===== config.mk =====
export PLATFORM = sky130hd
export DESIGN_NAME = sar_cal_ctrl
export DESIGN_NICKNAME = d
export VERILOG_FILES = /design/src/rtl/sar_cal_pkg.sv /design/src/rtl/cal_settle_timer.sv /design/src/rtl/sar_search_reg.sv /design/src/rtl/cal_midpoint.sv /design/src/rtl/sar_cal_ctrl.sv
export SDC_FILE = /design/constraint.sdc
export NUM_CORES = 1
export LEC_CHECK = 0
export BUFFER_PORTS_ARGS = -buffer_cell sky130_fd_sc_hd__buf_2
export CAP_MARGIN = 20
export CORE_AREA = 3 3 74 83
export CTS_BUF_LIST = sky130_fd_sc_hd__clkbuf_4
export CTS_CLUSTER_SIZE = 40
export DETAILED_ROUTE_END_ITERATION = 8
export DIE_AREA = 0 0 77 86
export PLACE_DENSITY = 0.68
export SLEW_MARGIN = 20
export SYNTH_ARGS = -nofsm -noshare
export SYNTH_HDL_FRONTEND = slang
export SYNTH_SLANG_ARGS = --single-unit
export TNS_END_PERCENT = 30

===== constraint.sdc =====
create_clock -name clk -period 2.42 [get_ports clk]
set_input_delay 0 -clock clk [delete_from_list [all_inputs] [get_ports clk]]
set_output_delay 0 -clock clk [all_outputs]
set_load 0.01 [all_outputs]

===== src/rtl/sar_cal_pkg.sv =====
// Package: shared types for the bias calibration sequencer.
// Assumes: nothing beyond IEEE 1800-2017.
package sar_cal_pkg;

    // Sequencer phase: idle, lower-bound search, upper-bound search, apply.
    typedef enum logic [1:0] {
        PH_IDLE  = 2'd0,
        PH_LOW   = 2'd1,
        PH_HIGH  = 2'd2,
        PH_APPLY = 2'd3
    } cal_phase_t;

endpackage


===== src/rtl/cal_settle_timer.sv =====
// Module: down-counter that marks the end of each trial's settling window.
// Assumes: SETTLE_CYC >= 1; load_i restarts a full window of SETTLE_CYC cycles.
module cal_settle_timer #(
    parameter int SETTLE_CYC = 1000,
    parameter int CNT_W      = $clog2(SETTLE_CYC + 1)
) (
    input  logic clk,
    input  logic rst_n,
    input  logic load_i,
    output logic expire_o
);
    localparam logic [CNT_W-1:0] RELOAD = CNT_W'(SETTLE_CYC - 1);

    logic [CNT_W-1:0] cnt_q;

    // Reload on request, otherwise count down and stop at zero.
    always_ff @(posedge clk) begin
        if (!rst_n) begin
            cnt_q <= '0;
        end else if (load_i) begin
            cnt_q <= RELOAD;
        end else if (cnt_q != '0) begin
            cnt_q <= cnt_q - 1'b1;
        end
    end

    assign expire_o = (cnt_q == '0);
endmodule


===== src/rtl/sar_search_reg.sv =====
// Module: one successive-approximation register with its bit-under-test mask.
// Assumes: the comparator value at step_i is the verdict on the current trial;
//          1 clears the bit under test, 0 keeps it. result_o is that verdict
//          applied to the current trial, valid combinationally.
module sar_search_reg #(
    parameter int W = 7
) (
    input  logic         clk,
    input  logic         rst_n,
    input  logic         init_i,
    input  logic         step_i,
    input  logic         cmp_i,
    output logic [W-1:0] trial_o,
    output logic [W-1:0] result_o,
    output logic         last_o
);
    localparam logic [W-1:0] TOP_BIT = W'(1) << (W - 1);

    logic [W-1:0] trial_q;
    logic [W-1:0] mask_q;
    logic [W-1:0] decided;

    // Apply the comparator verdict to the bit under test.
    always_comb begin
        decided = cmp_i ? (trial_q & ~mask_q) : trial_q;
    end

    // Start at the MSB, then decide one bit per step and try the next lower one.
    always_ff @(posedge clk) begin
        if (!rst_n || init_i) begin
            trial_q <= TOP_BIT;
            mask_q  <= TOP_BIT;
        end else if (step_i) begin
            if (!mask_q[0]) begin
                trial_q <= decided | (mask_q >> 1);
                mask_q  <= mask_q >> 1;
            end else begin
                trial_q <= decided;
            end
        end
    end

    assign trial_o  = trial_q;
    assign result_o = decided;
    assign last_o   = mask_q[0];
endmodule


===== src/rtl/cal_midpoint.sv =====
// Module: midpoint of the two bounds and the empty-window flag.
// Assumes: purely combinational; the sum is one bit wider than the codes.
module cal_midpoint #(
    parameter int W = 7
) (
    input  logic [W-1:0] low_i,
    input  logic [W-1:0] high_i,
    output logic [W-1:0] mid_o,
    output logic         empty_o
);
    logic [W:0] sum;

    // Widen the bounds, add them and halve the sum.
    always_comb begin
        sum     = {1'b0, low_i} + {1'b0, high_i};
        mid_o   = sum[W:1];
        empty_o = (low_i > high_i);
    end
endmodule


===== src/rtl/sar_cal_ctrl.sv =====
// Module: dual-boundary bias calibration sequencer (top).
// Assumes: a run of ones is received for the first 7 trials after start and a
//          run of zeros for the next 7; cmp_i is 1 when the oscillator runs.
module sar_cal_ctrl #(
    parameter int CODE_W     = 7,
    parameter int SETTLE_CYC = 1000
) (
    input  logic              clk,
    input  logic              rst_n,
    input  logic              start_i,
    input  logic              cmp_i,
    output logic [CODE_W-1:0] code_o,
    output logic              busy_o,
    output logic              done_o,
    output logic              err_o,
    output logic [CODE_W-1:0] dlow_o,
    output logic [CODE_W-1:0] dhigh_o
);
    import sar_cal_pkg::*;

    localparam logic [CODE_W-1:0] HALF_SCALE = CODE_W'(1) << (CODE_W - 1);
    localparam logic [CODE_W-1:0] FULL_SCALE = '1;

    cal_phase_t        phase_q;
    logic [CODE_W-1:0] app_code_q;
    logic [CODE_W-1:0] dlow_q;
    logic [CODE_W-1:0] dhigh_q;
    logic              err_q;
    logic              done_q;

    logic              go;
    logic              searching;
    logic              expire;
    logic              decide;
    logic              sar_last;
    logic              sar_init;
    logic              timer_load;
    logic [CODE_W-1:0] sar_trial;
    logic [CODE_W-1:0] sar_result;
    logic [CODE_W-1:0] mid_code;
    logic              window_empty;

    // Decode the handshake and the per-trial control strobes.
    always_comb begin
        go         = (phase_q == PH_IDLE) && start_i;
        searching  = (phase_q == PH_LOW) || (phase_q == PH_HIGH);
        decide     = searching && expire;
        sar_init   = go || (decide && (phase_q == PH_LOW) && sar_last);
        timer_load = go || (decide && !((phase_q == PH_HIGH) && sar_last));
    end

    cal_settle_timer #(.SETTLE_CYC(SETTLE_CYC)) u_timer (
        .clk      (clk),
        .rst_n    (rst_n),
        .load_i   (timer_load),
        .expire_o (expire)
    );

    sar_search_reg #(.W(CODE_W)) u_sar (
        .clk      (clk),
        .rst_n    (rst_n),
        .init_i   (sar_init),
        .step_i   (decide),
        .cmp_i    (cmp_i),
        .trial_o  (sar_trial),
        .result_o (sar_result),
        .last_o   (sar_last)
    );

    cal_midpoint #(.W(CODE_W)) u_mid (
        .low_i   (dlow_q),
        .high_i  (dhigh_q),
        .mid_o   (mid_code),
        .empty_o (window_empty)
    );

    // Step through the phases and capture the bounds and the applied code.
    always_ff @(posedge clk) begin
        if (!rst_n) begin
            phase_q    <= PH_IDLE;
            app_code_q <= HALF_SCALE;
            dlow_q     <= '0;
            dhigh_q    <= '0;
            err_q      <= 1'b0;
            done_q     <= 1'b0;
        end else begin
            done_q <= 1'b0;
            case (phase_q)
                PH_IDLE: begin
                    if (start_i) begin
                        phase_q <= PH_LOW;
                        err_q   <= 1'b0;
                    end
                end
                PH_LOW: begin
                    if (decide && sar_last) begin
                        dlow_q  <= (sar_result == FULL_SCALE) ? FULL_SCALE
                                                              : sar_result + 1'b1;
                        phase_q <= PH_HIGH;
                    end
                end
                PH_HIGH: begin
                    if (decide && sar_last) begin
                        dhigh_q <= sar_result;
                        phase_q <= PH_APPLY;
                    end
                end
                default: begin
                    app_code_q <= mid_code;
                    err_q      <= window_empty;
                    done_q     <= 1'b1;
                    phase_q    <= PH_IDLE;
                end
            endcase
        end
    end

    assign code_o  = searching ? sar_trial : app_code_q;
    assign busy_o  = (phase_q != PH_IDLE);
    assign done_o  = done_q;
    assign err_o   = err_q;
    assign dlow_o  = dlow_q;
    assign dhigh_o = dhigh_q;
endmodule


==> metrics.md <==
| Metric | Value |
|---|---|
| Status | `completed` |
| Fillcell total | `506` |
| Worst flop-to-flop path startpoint | `u_sar.mask_q[0]` |
| PwrDens | `763.6 nW/um^2` |
| Worst skew pair latency | `~0.4 ns` |
| Sw power | `about 0.83 mW` |
| Clock-pin slew on the worst setup and hold paths | `0.16 ns` |
| Clock buffer depth | `2` |
| Area of the multi-input gates | `~1600 um^2` |
| Drt drc | `0` |
| Max-cap violations | `0` |
| Worst min path class | `in -> reg` |
| Clock skew | `between 0.02 and 0.025 ns` |
| Syn nets | `~330` |
| GP Congestion | `between 0.8 and 0.9` |
| Worst-margin pin slew | `approximately 0.59 ns` |
| Grt total ovfl | `0` |
| Postcts setup bufs | `0` |
| Reg2reg setup slack | `approximately 0.15 ns` |
| DPL Wire Length | `4783 um` |
| FFs w/ async S/R, synth | `0%` |
| Root buf cell | `clkbuf_4` |
| Worst VDD drop | `around 0.31 mV` |
| Port Buffer Count | `27` |
| R2R depth | `6` |
| Final setup viols | `0` |
| Crit path launch type | `flip-flop` |
| I/O pins | `28` |
| Chip Height | `between 80 and 90 um` |
| Commonest non-fill, non-tap cells in the layout | `dfxtp_1, nor2_1, buf_2` |
| Crit. Startpoint | `u_sar.mask_q[0]` |
| Die Footprint | `between 6000 and 7000 um^2` |
| Yosys cell types | `53` |
| First-pass GRT wire length | `between 10,000 and 15,000 um` |
| Final hold violation count | `0` |
| Yosys warning count | `0` |
| Crit path max fanout | `8` |
| Storage cell area | `between 900 and 1000 um^2` |
| RR Endpoint | `dlow_o[5]` |
| Total track usage | `between 10% and 20%` |
| Initial core utilization | `around 50%` |
| Chip Width | `a little under 80 um` |
| Avg WL per Cell | `approximately 15 um` |
| Pre-antenna DRT Iters | `4` |
| Internal Pwr Total | `1.458 mW` |
| Flop pwr share | `44.5%` |
| Cts bufs inserted | `5` |
| Switching share of power | `36.26%` |
| Hold WS | `~0.032 ns` |
| Final min period | `2.270 ns` |
| Area growth, synth to finish | `11.97%` |
| Synthesized area | `roughly 2700 um^2` |
| Via Count | `2,275` |
| DR vias/cell | `roughly 5.5` |
| Final nets | `approximately 360` |
| CTS tree | `built` |
| Yosys top cell by area | `dfxtp_1` |
| Share of layout cells above drive strength 1 | `a little under a fifth` |
| Critical path capture point type | `flip-flop` |
| Most used DFF post-synth | `dfxtp_1` |
| Number of diodes | `0` |
| H-Tree Depth | `2` |
| RSZ-0062 raised after global routing | `false` |
| Setup CP Type | `reg -> reg` |
| Drt total wl | `roughly 6300 um` |
| Worst setup path end | `dlow_o[5]` |
| Vias in the first global route | `roughly 2,100` |
| DRT iter0 DRCs | `130` |
| Part of the power in the clock network | `between 20% and 30%` |
| Setup TNS | `0 ns` |
| Pins Over Slew Limit | `0` |
| Final Cycle Share | `around 94%` |
| Yosys top cell area share | `36.65%` |
| Fin util | `55.91%` |
| Slew headroom | `approximately 60%` |
| Post-synthesis sequential element count | `about 50` |
| Most common cell after layout, fill and taps aside | `dfxtp_1` |
| Critical Path RT | `around 2.7 ns` |
| Top post-synthesis cells by area | `dfxtp_1, ha_1, o21ai_0` |
| Post-synth EDFFs | `0` |
| Crit path DAT | `between 2 and 3 ns` |
| Routed Antenna Nets | `0` |
| CTS Sinks | `49` |
| Syn Inst Count | `just over 300` |
| Leakage | `1.254 nW` |
| Rows | `28` |
| Core ar. | `between 5000 and 6000 um^2` |
| Comb pwr share | `approximately 34%` |
| Largest net degree at the start of global routing | `20` |
| Number of antenna violations at the first check in global routing | `0` |
| Syn Area/Cell | `around 9 um^2` |
| Register area share after synthesis | `between 30% and 40%` |
| Maximum clock rate | `440.6 MHz` |
[through the flow]
| stage | setup slack (ns) | cell area [um^2] | total power [mW] | std cells |
|---|---|---|---|---|
| global placement | 0.2703 | 2898 | 1.777 | 405 |
| global route | 0.003090 | 2997 | 2.422 | 414 |
| CTS | 0.1753 | 2992 | 2.290 | 414 |
| floorplan | 0.1995 | 2676 | 1.592 | 306 |
| finish | 0.1503 | 2997 | 2.288 | 414 |
| detailed placement | 0.2118 | 2898 | 1.789 | 405 |
[per-layer routing]
layer	share of wire, %	GRT usage [%]	vias up
li1	-	-	1160
met1	47	24.64	1057
met2	47	34.31	46
met3	3.2	2.731	12
met4	2.4	8.738	0
met5	0	0	-
[what timing repair did]
| action | CTS | global route |
|---|---|---|
| endpoints found under the hold margin | 3 | 0 |
| hold buffers | 1 | 0 |
| gates resized for setup | 0 | 1 |
| endpoints found under the setup margin | 0 | 1 |
[synth_stat cells (all sizes together), types with 6 or more instances]
| master | count |
|---|---|
| inv | 23 |
| o21ai | 23 |
| ha | 20 |
| nand3 | 9 |
| nand2 | 17 |
| nor2 | 30 |
| a31oi | 12 |
| a22oi | 6 |
| a21oi | 22 |
| mux2 | 9 |
| mux2i | 9 |
| clkbuf | 7 |
| or3 | 6 |
| xnor2 | 6 |
| dfxtp | 49 |
[critical path, cell delays in order (launching register included)]
cell and delay, ns:
dfxtp_1 0.43, a21boi_0 0.31, ha_1 0.24, nand4_1 0.16, or3_1 0.40, or2_2 0.35, a311oi_1 0.26
[kinds of logic after synthesis]
logic type / Yosys count / synth area share, %
XOR/XNOR: 9 / 2.945
flip-flops: 49 / 36.65
AND/OR/NAND/NOR: 89 / 17.72
AO/OA/AOI/OAI: 86 / 19.82
adder cells (fa/ha/maj): 21 / 10.10
buffers and inverters: 34 / 5.610
multiplexers: 18 / 7.153
[flip-flops by register name, summed over array words and instances, names as in the netlist]
| signal | flops |
|---|---|
| dhigh_o | 7 |
| u_timer.cnt_q | 10 |
| done_o | 1 |
| app_code_q | 7 |
| dlow_o | 7 |
| u_sar.trial_o | 7 |
| phase_q | 2 |
| err_o | 1 |
| u_sar.mask_q | 7 |
[power by group through the flow]
stage                     logic (mW)  clock network [mW]  registers (mW)
final                          0.766               0.505            1.02
after global routing           0.850               0.537            1.04
after CTS                      0.761               0.515            1.01
after detailed placement       0.757                   0            1.03
after global placement         0.747                   0            1.03
after floorplan                0.590                   0            1.00
[layout make-up]
type / instances / share of cell area [%]
Clock buffer: 5 / 1.253
Clock inverter: 3 / 1.545
Inverter: 24 / 3.006
Multi-Input combinational cell: 223 / 51.73
Sequential cell: 49 / 32.73
Tap cell: 75 / 3.132
Timing Repair Buffer: 35 / 6.597
[worst min path at each step]
stage / end / start / cells past startpoint
finish: app_code_q[6] / rst_n / 3
global route: app_code_q[6] / rst_n / 3
CTS: app_code_q[6] / rst_n / 3
detailed placement: u_sar.trial_o[6] / start_i / 3
global placement: u_sar.trial_o[6] / start_i / 3
floorplan: u_sar.trial_o[6] / start_i / 2
Power figures use the tool's default switching activity.
